File: src/rtl/rf_pkg.sv
package rf_pkg;
    localparam int unsigned RF_DATA_W  = 32;
    localparam int unsigned RF_NUM_REG = 8;
    localparam int unsigned RF_ID_W    = 4;

    // Access kind of one port after identifier decode
    typedef enum logic {
        ACC_NONE = 1'b0,
        ACC_REG  = 1'b1
    } acc_e;
endpackage

File: src/rtl/rf_id_decode.sv
module rf_id_decode
    import rf_pkg::*;
#(
    parameter int unsigned ID_W     = RF_ID_W,
    parameter int unsigned NUM_REGS = RF_NUM_REG,
    parameter int unsigned IDX_W    = $clog2(NUM_REGS)
) (
    input  logic [ID_W-1:0]  id,
    output acc_e             kind,
    output logic [IDX_W-1:0] idx
);
    always_comb begin
        kind = (32'(id) < NUM_REGS) ? ACC_REG : ACC_NONE;
        idx  = id[IDX_W-1:0];
    end
endmodule

File: src/rtl/rf_read_port.sv
module rf_read_port
    import rf_pkg::*;
#(
    parameter int unsigned DATA_W   = RF_DATA_W,
    parameter int unsigned NUM_REGS = RF_NUM_REG,
    parameter int unsigned ID_W     = RF_ID_W
) (
    input  logic [ID_W-1:0]                   id,
    input  logic [NUM_REGS-1:0][DATA_W-1:0]   regs,
    output logic [DATA_W-1:0]                 data
);
    localparam int unsigned IDX_W = $clog2(NUM_REGS);

    acc_e             kind;
    logic [IDX_W-1:0] idx;

    rf_id_decode #(.ID_W(ID_W), .NUM_REGS(NUM_REGS), .IDX_W(IDX_W)) u_dec (
        .id   (id),
        .kind (kind),
        .idx  (idx)
    );

    always_comb begin
        unique case (kind)
            ACC_REG:  data = regs[idx];
            ACC_NONE: data = '0;
            default:  data = '0;
        endcase
    end
endmodule

File: src/rtl/rf_storage.sv
module rf_storage
    import rf_pkg::*;
#(
    parameter int unsigned DATA_W   = RF_DATA_W,
    parameter int unsigned NUM_REGS = RF_NUM_REG,
    parameter int unsigned ID_W     = RF_ID_W
) (
    input  logic                              clk,
    input  logic                              rst,
    input  logic [ID_W-1:0]                   wr_id,
    input  logic [DATA_W-1:0]                 wr_data,
    output logic [NUM_REGS-1:0][DATA_W-1:0]   regs
);
    localparam int unsigned IDX_W = $clog2(NUM_REGS);

    acc_e             wr_kind;
    logic [IDX_W-1:0] wr_idx;

    rf_id_decode #(.ID_W(ID_W), .NUM_REGS(NUM_REGS), .IDX_W(IDX_W)) u_dec (
        .id   (wr_id),
        .kind (wr_kind),
        .idx  (wr_idx)
    );

    always_ff @(posedge clk) begin
        if (rst) begin
            regs <= '0;
        end else begin
            unique case (wr_kind)
                ACC_REG:  regs[wr_idx] <= wr_data;
                ACC_NONE: regs <= regs;
                default:  regs <= regs;
            endcase
        end
    end

    AST_RESET_CLEARS: assert property (@(posedge clk)
        rst |=> regs == '0);

    AST_WRITE_LANDS: assert property (@(posedge clk) disable iff (rst)
        (32'(wr_id) < NUM_REGS) |=> regs[$past(wr_idx)] == $past(wr_data));

    AST_NULL_WRITE_HOLDS: assert property (@(posedge clk) disable iff (rst)
        (32'(wr_id) >= NUM_REGS) |=> $stable(regs));

    for (genvar e = 0; e < NUM_REGS; e++) begin : g_keep
        AST_OTHERS_KEEP: assert property (@(posedge clk) disable iff (rst)
            (32'(wr_id) != e) |=> $stable(regs[e]));
    end
endmodule

File: src/rtl/rf_multiport.sv
module rf_multiport
    import rf_pkg::*;
#(
    parameter int unsigned DATA_W   = RF_DATA_W,
    parameter int unsigned NUM_REGS = RF_NUM_REG,
    parameter int unsigned ID_W     = RF_ID_W
) (
    input  logic              clk,
    input  logic              rst,
    input  logic [ID_W-1:0]   rd_a_id,
    output logic [DATA_W-1:0] rd_a_data,
    input  logic [ID_W-1:0]   rd_b_id,
    output logic [DATA_W-1:0] rd_b_data,
    input  logic [ID_W-1:0]   wr_id,
    input  logic [DATA_W-1:0] wr_data
);
    localparam int unsigned NUM_RD = 2;
    localparam int unsigned IDX_W  = $clog2(NUM_REGS);

    logic [NUM_REGS-1:0][DATA_W-1:0] regs_q;
    logic [NUM_RD-1:0][ID_W-1:0]     rd_ids;
    logic [NUM_RD-1:0][DATA_W-1:0]   rd_datas;

    assign rd_ids[0] = rd_a_id;
    assign rd_ids[1] = rd_b_id;
    assign rd_a_data = rd_datas[0];
    assign rd_b_data = rd_datas[1];

    rf_storage #(.DATA_W(DATA_W), .NUM_REGS(NUM_REGS), .ID_W(ID_W)) u_store (
        .clk     (clk),
        .rst     (rst),
        .wr_id   (wr_id),
        .wr_data (wr_data),
        .regs    (regs_q)
    );

    for (genvar p = 0; p < NUM_RD; p++) begin : g_rd
        rf_read_port #(.DATA_W(DATA_W), .NUM_REGS(NUM_REGS), .ID_W(ID_W)) u_port (
            .id   (rd_ids[p]),
            .regs (regs_q),
            .data (rd_datas[p])
        );

        AST_READ_TRACKS: assert property (@(posedge clk) disable iff (rst)
            (32'(rd_ids[p]) < NUM_REGS) |-> rd_datas[p] == regs_q[rd_ids[p][IDX_W-1:0]]);

        AST_NULL_READ_ZERO: assert property (@(posedge clk) disable iff (rst)
            (32'(rd_ids[p]) >= NUM_REGS) |-> rd_datas[p] == '0);
    end

    AST_SAME_ID_AGREE: assert property (@(posedge clk) disable iff (rst)
        (rd_a_id == rd_b_id) |-> rd_a_data == rd_b_data);
endmodule

File: config.mk
export PLATFORM = sky130hd
export DESIGN_NAME = rf_multiport
export DESIGN_NICKNAME = d
export VERILOG_FILES = /design/src/rtl/rf_pkg.sv /design/src/rtl/rf_id_decode.sv /design/src/rtl/rf_read_port.sv /design/src/rtl/rf_storage.sv /design/src/rtl/rf_multiport.sv
export SDC_FILE = /design/constraint.sdc
export NUM_CORES = 1
export LEC_CHECK = 0
export CELL_PAD_IN_SITES_DETAIL_PLACEMENT = 1
export CELL_PAD_IN_SITES_GLOBAL_PLACEMENT = 2
export CORE_MARGIN = 3
export CORE_UTILIZATION = 41
export CTS_BUF_LIST = sky130_fd_sc_hd__clkbuf_8
export DETAILED_ROUTE_END_ITERATION = 12
export PLACE_DENSITY_LB_ADDON = 0.1
export SYNTH_ARGS = -nofsm -noshare
export SYNTH_HDL_FRONTEND = slang
export SYNTH_SLANG_ARGS = --single-unit
File: constraint.sdc
create_clock -name clk -period 4 [get_ports clk]
set_clock_uncertainty 0.05 [all_clocks]
set_input_delay 0.8 -clock clk [delete_from_list [all_inputs] [get_ports clk]]
set_output_delay 0.8 -clock clk [all_outputs]
set_load 0.1 [all_outputs]
Word level (Yosys, flattened, before mapping)
Index checks and enable logic that the tools add are counted.
{"block": "totals", "regBits": 256, "latchBits": 0, "ramBits": 0, "rom_bits": 0, "input_bits": 46, "out_inout_bits": 64, "elab_cells": 31, "n_memories": 0}
{"block": "classes", "add_sub_neg": 0, "mul": 0, "n_div": 0, "magnitude_cmp": 7, "n_eq_ne": 0, "shift": 0, "mux": 13, "bitwise_logic": 2, "n_reduce_logical": 1}
{"operator": "$bwmux 256", "count": 1}
{"operator": "$mux 256", "count": 1}
{"operator": "$bmux 32 s3", "count": 2}
{"operator": "$pmux 32 s2", "count": 2}
{"operator": "$demux 32 s3", "count": 1}
{"operator": "$mux 32", "count": 3}
{"operator": "$lt 3x4->1 const B", "count": 3}
{"operator": "$lt 4x4->1 const B", "count": 3}
{"operator": "$ge 3x1->1 const B", "count": 1}
{"operator": "$mux 1", "count": 3}
{"operator": "$not 1->1", "count": 2}
{"operator": "$logic_and 1x1->1", "count": 1}

Longest topological paths before layout
Gate-level depths: netlist of the first run.
{"block": "logic_depth", "depth_word": 6, "depth_mapped": 6, "depth_no_buf": 3}

Cells and area by module
Synthesis of the first run repeated with hierarchy kept, for this count alone.
{"block": "hier_totals", "cells_unflattened": 1361, "hier_area_um2": 14903.0}
{"module": "rf_storage", "n_inst": 1, "cells_each": 905, "area_per_inst_um2": 10022.1, "seq_area_each_um2": 5124.9}
{"module": "rf_read_port", "n_inst": 2, "cells_each": 222, "area_per_inst_um2": 2401.1, "seq_area_each_um2": 0.0}
{"module": "rf_id_decode", "n_inst": 3, "cells_each": 4, "area_per_inst_um2": 26.3, "seq_area_each_um2": 0.0}

Worst setup path after synthesis of the first run
Ideal clock, no wire load.
{"block": "synth_timing", "path_kind": "input to output", "startpoint": "input port rd_b_id[2]", "endpoint": "output port rd_b_data[10]", "arrival_ns": 2.834, "t_required_ns": 3.150, "slack_ns": 0.316, "path_stages": 5, "n_path_buf": 2, "cell_sequence": "buf_4 > clkbuf_1 > mux4_2 > mux2i_1 > nor2_1"}
{"block": "synth_via", "elab_chain_len": 4, "word_cells_on_any_way": 6, "cone_classes": "1 x order compare; 4 x mux; 1 x bitwise"}
{"element": "start: declaration", "line_no": "rf_multiport.sv:12", "text": "input logic [ID_W-1:0] rd_b_id,"}
{"element": "$lt 4x4->1", "line_no": "rf_id_decode.sv:13", "text": "kind = (32'(id) < NUM_REGS) ? ACC_REG : ACC_NONE;"}
{"element": "$mux 1", "line_no": "rf_id_decode.sv:13"}
{"element": "$not 1->1", "line_no": "rf_read_port.sv:24", "text": "unique case (kind)"}
{"element": "$pmux 32 s2 (*)", "line_no": "rf_read_port.sv:24"}
{"element": "end: declaration", "line_no": "rf_multiport.sv:13", "text": "output logic [DATA_W-1:0] rd_b_data,"}
Every way passes the cells marked *; elsewhere a longest branch is shown, timed or not. The select of a mux whose other input is x is not followed.

Worst setup path after layout of the first run
{"block": "layout_timing", "startpoint": "input port rd_a_id[1]", "endpoint": "output port rd_a_data[0]"}
{"block": "layout_via", "elab_chain_len": 4, "word_cells_on_any_way": 6, "cone_classes": "1 x order compare; 4 x mux; 1 x bitwise"}
{"element": "start: declaration", "line_no": "rf_multiport.sv:10", "text": "input logic [ID_W-1:0] rd_a_id,"}
{"element": "$lt 4x4->1", "line_no": "rf_id_decode.sv:13"}
{"element": "$mux 1", "line_no": "rf_id_decode.sv:13"}
{"element": "$not 1->1", "line_no": "rf_read_port.sv:24"}
{"element": "$pmux 32 s2 (*)", "line_no": "rf_read_port.sv:24"}
{"element": "end: declaration", "line_no": "rf_multiport.sv:11", "text": "output logic [DATA_W-1:0] rd_a_data,"}
Marks and branches as above.

==> results of run 1 <==
cell type report:
type,count,share of cell area
clock buffers,57,0.04983
multi-input cells,1040,0.4575
repair buffers,153,0.1283
well taps,435,0.03457
flip-flops and latches,256,0.3255
clock inverters,17,0.004132
diodes,1,0.0001589
cell usage after synthesis:
library cell	number	area [um2]
or4b_1	3	30.03
buf_6	27	304.0
clkbuf_1	44	165.2
or4_1	1	7.510
mux2i_1	64	640.6
dfxtp_1	256	5125
and4bb_2	2	25.02
nand2_1	512	1922
a21oi_1	256	1281
nor2_1	64	240.2
and4bb_1	1	12.51
nor4_4	1	21.27
buf_2	56	280.3
buf_4	38	285.3
nand4b_1	1	8.760
mux4_2	128	2883
nor4b_4	3	71.32
and4b_1	1	10.01
nand4bb_1	3	33.78
logic make-up after synthesis:
group,count (synthesis)
and+or+nand+nor,592
AOI/OAI and AO/OA,256
DFF,256
muxes,192
buffers and inverters,165
worst max-delay path, stage by stage:
cell	delay (ps)
buf_4	290
buf_12	260
mux4_2	530
mux2i_1	270
nor2_1	140
buf_12	220
stage by stage:
step           utilization  total power [mW]  hold slack [ps]
3_3_place_gp        0.4683             3.384            399.3
3_5_place_dp        0.4683             3.395            409.2
6_report            0.4951             5.691            416.7
5_1_grt             0.4951             5.918            431.7
2_1_floorplan            -             3.170            392.9
4_1_cts             0.4951             5.747            416.4
power by group through the flow:
stage	Combinational (mW)	Sequential, mW	Clock, mW
finish	0.694	2.64	2.35
global placement	0.690	2.69	0
floorplan	0.485	2.68	0
global route	0.736	2.65	2.53
detailed placement	0.697	2.70	0
CTS	0.699	2.64	2.40
layer usage:
metal / part of all wire / GRT usage
met1: 0.45 / 0.3627
met2: 0.48 / 0.4225
met3: 0.051 / 0.03475
met4: 0.023 / 0.06717
met5: 0.00026 / 0
path summary, 6_finish.rpt:
kind | end
min | u_store.regs[171]$_SDFFE_PP0P_
max reg2reg | u_store.regs[97]$_SDFFE_PP0P_
min reg2reg | u_store.regs[171]$_SDFFE_PP0P_
max | rd_a_data[0]
layout by cell type (no fill, tap or decap):
cell type	synthesis	final
nand2_1	512	512
a21oi_1	256	256
dfxtp_1	256	256
mux4_2	128	128
mux2i_1	64	64
nor2_1	64	64
buf_12	0	63
clkbuf_8	0	57
buf_4	38	49
clkdlybuf4s50_1	0	36
inv_1	0	16
buf_2	56	4
and4bb_2	2	3
nand4bb_2	0	3
nor4b_4	3	3
or4b_1	3	2
diode_2	0	1
or4b_2	0	1
nor4_4	1	1
or4_1	1	1
and4b_2	0	1
nand4b_1	1	1
clkinv_2	0	1
buf_6	27	1
==> key figures, run 1 <==
Yosys
  • Syn_nets: 1,507
  • Largest family of logic cells by synthesized area: multiplexers
  • Gate Count Post-Synth: 1,461
  • Post-synthesis simple-gate area fraction: 0.1785
  • Yosys warns: 0
  • Netlist cell types: 19
  • Synthesized area per cell: 9.135 um2
  • Compound-Gate Fraction of Synth Area: 0.09600
  • Post-Synth XOR/XNOR Area: 0
  • Post-synthesis mux area share: 0.2640
  • Area share of fa/ha/maj cells after synthesis: 0
  • Synthesized flop and latch total: 256
  • Netlist Area Pre-Place: 0.01335 mm2
  • Seq/Total Area, Yosys: 0.3840

Floorplanning
  • Die Area: 0.03475 mm2
  • Die Span Y: 186.4 um
  • Core Area: 0.03180 mm2
  • Cell Rows: 65
  • Chip Width: 186.4 um
  • Initial Util: 0.4197
  • Io pins: 110

Setup path
  • CP max FO: 20
  • Worst-case reg-to-reg path depth: 2
  • Worst EP required: 3150 ps
  • Arrival @ worst endpoint: 2540 ps
  • Endpoint type of the worst setup path: primary output
  • Worst setup SP type: input pin
  • Critical path class: in -> out
  • Crit path launch: rd_a_id[1]
  • FF-to-FF setup slack: 3260 ps
  • Reg2reg start: u_store.regs[97]$_SDFFE_PP0P_

Clocking
  • CTS Sinks: 256
  • H-Tree Depth: 2
  • Clk root buf: clkbuf_8
  • CTS tree: built
  • Reg clk slew, reported paths: 60 ps
  • Worst-Skew Late Latency: 550 ps
  • Clk buf depth: 3
  • Num CTS Buffers: 48
  • Post_cts resized: 0
  • Setup Buffers After CTS: 0
  • Hold_buf cts: 0

Pwr
  • Pwr Density: 361.4 mW/mm2
  • Switching share of power: 0.2749
  • P_leak: 5.458 nW
  • Sequential power share: 0.465
  • Psw: 1.564 mW
  • Combinational fraction of design power: 0.122
  • Clk network pwr share: 0.413
  • VDD IR max: 248.0 uV
  • Int Power: 4.126 mW

Place
  • RePlAce Congestion: 0.7470
  • Worst slack, placed: 620.5 ps
  • Port bufs: 109
  • Placed inst area: 0.01489 mm2
  • Placed Cells: 1,884
  • Hpwl dp: 26,200 um

Cells and area
  • Largest regs: u_store.regs: 256 flops
  • Number of fill cells: 3,592
  • Ratio of cells with drive above 1 in the final layout: 0.2068
  • Register area: 0.005125 mm2
  • Post-route cell area: 0.01575 mm2
  • Final Non-Filler Cells: 1,959
  • Layout net count: 1,545
  • Max reg flops: 256
  • Multi-input combinational cell area: 0.007203 mm2
  • Reg with most FFs: u_store.regs
  • P&R area growth vs syn: 17.97%

Global route
  • Initial antenna violation count: 2
  • First-pass GRT wire length: 69,770 um
  • Largest net degree at the start of global routing: 93
  • Total track usage: 0.2578
  • GR Overflow Total: 0
  • Vias in the first global route: 11,580

Timing
  • Final period demand of the worst path: 3395 ps
  • Period utilization: 0.8486
  • Final hold vios: 0
  • RSZ-0062 raised after global routing: false
  • Least-Margin Pin Slew: 814.9 ps
  • # setup viols final: 0
  • Max Slew Vio Count: 0
  • Slew Limit Headroom: 0.4567
  • Max Fclk: 294.6 MHz
  • Slack of the critical path: 605.4 ps
  • TNS Setup: 0 ps

Detailed routing
  • Initial DRC count: 645
  • First-pass DRT Iterations: 5
  • DRT antenna net count: 0
  • # DRC: 0
  • Via density: 5.698
  • DR vias: 11,160
  • Final wirelength: 45,390 um
  • Wirelength per Cell: 23.17 um

Hold path
  • Type of the tightest min-delay check: reg -> reg
  • Hold path cells: 2
  • Worst hold start: u_store.regs[171]$_SDFFE_PP0P_

Run status
  • Status: finished, final reports clean

Flow run
  • Max_cap viols: 0
No activity file was read; power rests on OpenSTA's default activity.
==> run 2: changes to the inputs <==
CORE_UTILIZATION = 34   (was 41)
clock period = 3 ns   (was 4 ns; I/O delays follow)
==> run 2 against run 1 <==
Non-clock buffer count up 16. Largest cell class unchanged. First-iteration DRC count down 6.8%. Sequential share of layout area down 1.7 points. Power up 40%. Register-to-register slack worse by 970 ps. Clock power up 46%. Cell area up 5.4%. Flip-flop and latch count unchanged. Sequential power up 34%.
==> key figures, run 2 (same netlist as run 1, synthesis figures left out) <==
Clocking
  • Num CTS Buffers: 49
  • Worst-Skew Late Latency: 600 ps
  • Hold_buf cts: 0
  • Reg clk slew, reported paths: 60 ps
  • CTS Sinks: 256
  • CTS tree: built
  • Clk buf depth: 3
  • Post_cts resized: 0
  • Setup Buffers After CTS: 0
  • H-Tree Depth: 2
  • Clk root buf: clkbuf_8

Floorplanning
  • Core Area: 0.03820 mm2
  • Die Span Y: 204.1 um
  • Initial Util: 0.3494
  • Chip Width: 204.1 um
  • Die Area: 0.04167 mm2
  • Io pins: 110
  • Cell Rows: 71

Detailed routing
  • Via density: 5.398
  • Wirelength per Cell: 23.45 um
  • Top layer used by detailed routing: met5
  • Routed wl met2: 22,910 um
  • DR vias: 11,150
  • Initial DRC count: 601
  • First-pass DRT Iterations: 5
  • # DRC: 0
  • DRT antenna net count: 0
  • WL met1: 22,690 um
  • Met3 WL post-DR: 1888 um
  • Final wirelength: 48,420 um

Pwr
  • P_leak: 5.706 nW
  • Pwr Density: 478.9 mW/mm2
  • Power Total: 7.948 mW
  • Sequential power share: 0.444
  • Psw: 2.245 mW
  • Int Power: 5.703 mW
  • Switching share of power: 0.2825
  • Clk network pwr share: 0.431
  • Combinational fraction of design power: 0.126
  • VDD IR max: 214.9 uV

Timing
  • Slew Limit Headroom: 0.3625
  • RSZ-0062 raised after global routing: false
  • TNS Setup: 0 ps
  • Max Slew Vio Count: 0
  • # setup viols final: 0
  • Max Fclk: 354.5 MHz
  • Final period demand of the worst path: 2821 ps
  • Hold_ws: 418.0 ps
  • Least-Margin Pin Slew: 956.3 ps
  • Final hold vios: 0
  • Period utilization: 0.9403

Cells and area
  • Max reg flops: 256
  • Number of fill cells: 4,275
  • N_diodes: 0
  • P&R area growth vs syn: 24.35%
  • Largest regs: u_store.regs: 256 flops
  • Ratio of cells with drive above 1 in the final layout: 0.2606
  • Commonest cells after routing, fill and taps aside: 512 x nand2_1, 256 x a21oi_1, 256 x dfxtp_1, 128 x mux4_2, 92 x buf_12
  • Reg with most FFs: u_store.regs
  • Commonest non-fill, non-tap cell in the layout: nand2_1
  • Layout net count: 1,562

Global route
  • Vias in the first global route: 11,770
  • Total track usage: 0.2336
  • First-pass GRT wire length: 73,300 um
  • Initial antenna violation count: 1
  • GR Overflow Total: 0
  • Largest net degree at the start of global routing: 72

Hold path
  • Type of the tightest min-delay check: reg -> reg

Flow run
  • Max_cap viols: 0

Setup path
  • FF-to-FF setup slack: 2290 ps
  • Arrival @ worst endpoint: 2170 ps
  • Critical path class: in -> out
  • Worst EP required: 2350 ps
  • Worst setup SP type: input pin
  • CP max FO: 12
  • Endpoint type of the worst setup path: primary output

Place
  • Port bufs: 109
  • Hpwl dp: 27,900 um
  • RePlAce Congestion: 0.7303

Run status
  • Status: finished, final reports clean
## run 2: changes by cell type in the layout (fill, tap and decap cells not counted)
cell        before  now
buf_12          63   92
buf_4           49   36
buf_6            1    0
clkbuf_8        57   63
clkinv_2         1    2
clkinvlp_4       0    1
diode_2          1    0
inv_1           16   24
nor2_1          64    0
nor2_2           0   64
or4_1            1    0
or4_2            0    1
or4b_1           2    0
or4b_2           1    3
## run 2: worst max-delay path: stages
cell and delay [ps]:
buf_4 220, buf_12 210, mux4_2 510, mux2i_1 320, nor2_2 90, buf_12 210
## run 2: final timing paths
check / end / cells after the start / startpoint
min: u_store.regs[114]$_SDFFE_PP0P_ / 2 / u_store.regs[114]$_SDFFE_PP0P_
max: rd_a_data[31] / 6 / rd_a_id[1]
max reg2reg: u_store.regs[8]$_SDFFE_PP0P_ / 2 / u_store.regs[8]$_SDFFE_PP0P_
min reg2reg: u_store.regs[114]$_SDFFE_PP0P_ / 2 / u_store.regs[114]$_SDFFE_PP0P_
## run 2: metrics by stage
step / util / worst slack [ps] / cell area (um2) / cells
3_5_place_dp: 0.4093 / 154.0 / 15640 / 1976
3_3_place_gp: 0.4093 / 174.2 / 15640 / 1976
4_1_cts: 0.4345 / 143.8 / 16600 / 2065
5_1_grt: 0.4345 / 97.68 / 16600 / 2065
2_1_floorplan: - / 170.4 / 13510 / 1461
6_report: 0.4345 / 179.1 / 16600 / 2065
## run 2: power by group through the flow
stage | Clock [mW] | Sequential (mW) | Combinational [mW]
after global routing | 3.69 | 3.53 | 1.06
after floorplan | 0 | 3.58 | 0.661
after global placement | 0 | 3.59 | 0.999
after CTS | 3.53 | 3.53 | 1.01
after detailed placement | 0 | 3.60 | 1.01
final | 3.42 | 3.53 | 0.999
## run 2: metal layers
layer	up-vias	track usage
met3	66	0.02930
met4	2	0.06537
met5	-	0
met2	208	0.3809
met1	5734	0.3279
li1	5136	-
## run 2: area by class of cell
cell class / count / area, um2 / share of cell area
clock inverters: 27 / 107.6 / 0.006484
multi-input cells: 1040 / 7365 / 0.4438
well taps: 511 / 639.4 / 0.03853
clock buffers: 62 / 853.3 / 0.05142
flip-flops and latches: 256 / 5125 / 0.3088
repair buffers: 169 / 2506 / 0.1510
==> run 3: changes to the inputs <==
CAP_MARGIN = 20   (was not set)
GPL_TIMING_DRIVEN = 0   (was not set)
==> run 3 against run 2 <==
Sequential share of layout area is 2.2 points higher. Cell area is 6.7% lower. Via count is 3.3% higher. Worst setup slack worse by 170 ps. Flip-flop and latch count stayed put. Clock-buffer cell count is 4 lower.
==> key figures, run 3 (same netlist as run 1, synthesis figures left out) <==
Run status
  • Status: finished, final reports clean

Timing
  • Final period demand of the worst path: 2987 ps
  • Max Slew Vio Count: 0
  • Max Fclk: 334.8 MHz
  • Final hold vios: 0
  • Period utilization: 0.9957
  • Least-Margin Pin Slew: 964.7 ps
  • RSZ-0062 raised after global routing: true
  • Slew Limit Headroom: 0.3569
  • # setup viols final: 0

Cells and area
  • Final Non-Filler Cells: 2,123
  • Fin util: 0.4053
  • N_diodes: 0
  • Commonest non-fill, non-tap cell in the layout: nand2_1
  • Post-route cell area: 0.01548 mm2
  • P&R area growth vs syn: 16.00%
  • Commonest cells after routing, fill and taps aside: 512 x nand2_1, 256 x a21oi_1, 256 x dfxtp_1, 128 x mux4_2, 108 x buf_2
  • Reg with most FFs: u_store.regs
  • Ratio of cells with drive above 1 in the final layout: 0.2823
  • Layout net count: 1,628
  • Largest regs: u_store.regs: 256 flops
  • Max reg flops: 256

Global route
  • Total track usage: 0.2552
  • Largest net degree at the start of global routing: 14
  • GR Overflow Total: 0
  • Initial antenna violation count: 0
  • Vias in the first global route: 12,150
  • First-pass GRT wire length: 78,690 um

Clocking
  • Clk buf depth: 3
  • H-Tree Depth: 2
  • Worst-Skew Late Latency: 610 ps
  • CTS tree: built
  • Reg clk slew, reported paths: 60 ps
  • CTS Sinks: 256
  • Num CTS Buffers: 49
  • Hold_buf cts: 0
  • Clk root buf: clkbuf_8

Floorplanning
  • Die Span Y: 204.1 um
  • Initial Util: 0.3494
  • Chip Width: 204.1 um
  • Core Area: 0.03820 mm2
  • Io pins: 110
  • Cell Rows: 71
  • Die Area: 0.04167 mm2

Place
  • RePlAce Congestion: 0.8107
  • Port bufs: 70
  • Placed inst area: 0.01485 mm2
  • Hpwl dp: 36,380 um
  • Placed Cells: 2,042

Hold path
  • Type of the tightest min-delay check: in -> reg

Pwr
  • Combinational fraction of design power: 0.124
  • Pwr Density: 503.9 mW/mm2
  • Sequential power share: 0.452
  • VDD IR max: 256.0 uV
  • Switching share of power: 0.2920
  • Int Power: 5.524 mW
  • P_leak: 5.547 nW
  • Clk network pwr share: 0.424
  • Psw: 2.278 mW

Setup path
  • Crit-path cells: clkbuf_1 -> buf_2 -> mux2i_1 -> nor2_2 -> buf_2
  • CP max FO: 10
  • Max stage delay on crit path: 520 ps
  • Worst EP required: 2350 ps
  • CP max stage cell: buf_2
  • Endpoint type of the worst setup path: primary output
  • Most frequent CP cell: buf_2
  • Worst setup SP type: input pin
  • Critical path class: in -> out
  • Arrival @ worst endpoint: 2340 ps

Detailed routing
  • DRT antenna net count: 0
  • Wirelength per Cell: 24.94 um
  • DR vias: 11,520
  • Via density: 5.425
  • # DRC: 0
  • First-pass DRT Iterations: 5
  • Final wirelength: 52,950 um
  • Initial DRC count: 686

Flow run
  • Max_cap viols: 0
==> run 3: path summary, 6_finish.rpt <==
check             cells after the start  slack (ps)                      startpoint                             end
setup / recovery                      5          10                      rd_b_id[0]                    rd_b_data[8]
hold / removal                        3         220                     wr_data[15]  u_store.regs[207]$_SDFFE_PP0P_
setup reg to reg                      2        2260  u_store.regs[151]$_SDFFE_PP0P_  u_store.regs[151]$_SDFFE_PP0P_
hold reg to reg                       2         420   u_store.regs[20]$_SDFFE_PP0P_   u_store.regs[20]$_SDFFE_PP0P_
==> run 3: what timing repair did <==
action                                 CTS  global route
endpoints found under the hold margin    0             0
resized for setup                      336             8
setup buffers                            0             0
setup endpoints to repair               64            13
==> run 3: power groups by stage <==
stage / sequential (mW) / clock (mW) / combinational (mW)
2_1_floorplan: 3.58 / 0 / 0.661
3_3_place_gp: 3.59 / 0 / 0.968
3_5_place_dp: 3.60 / 0 / 0.980
4_1_cts: 3.53 / 3.40 / 0.973
5_1_grt: 3.54 / 3.55 / 1.03
6_report: 3.53 / 3.31 / 0.968
==> run 3: stage by stage <==
step	worst slack, ps	TNS [ps]	power (mW)	hold slack [ps]
floorplan	170.4	0	4.241	392.9
CTS	5.137	0	7.901	172.0
detailed placement	-1034	-57460	4.580	409.7
global route	-13.21	-30.99	8.112	196.9
global placement	-1019	-56470	4.562	398.1
finish	13.04	0	7.802	217.0
==> run 3: area by class of cell <==
type | instances | area [um2]
Buffer | 165 | 1071
Clock buffer | 58 | 798.3
Clock inverter | 23 | 102.6
Fill cell | 4491 | 22720
Multi-Input combinational cell | 1040 | 7351
Sequential cell | 256 | 5125
Tap cell | 511 | 639.4
Timing Repair Buffer | 70 | 395.4
==> run 3: critical path: cells and delay by family <==
family / cells / cell delay, ps
simple gates: 1 / 130
mux: 1 / 220
buf+inv: 3 / 1370
==> run 3: per-layer routing <==
layer  wire (um)  vias up  GRT usage
li1            -     5263          -
met1       23550     5843     0.3366
met2       24960      323     0.4253
met3        3028       88    0.05065
met4        1413        0    0.07594
met5           0        -          0
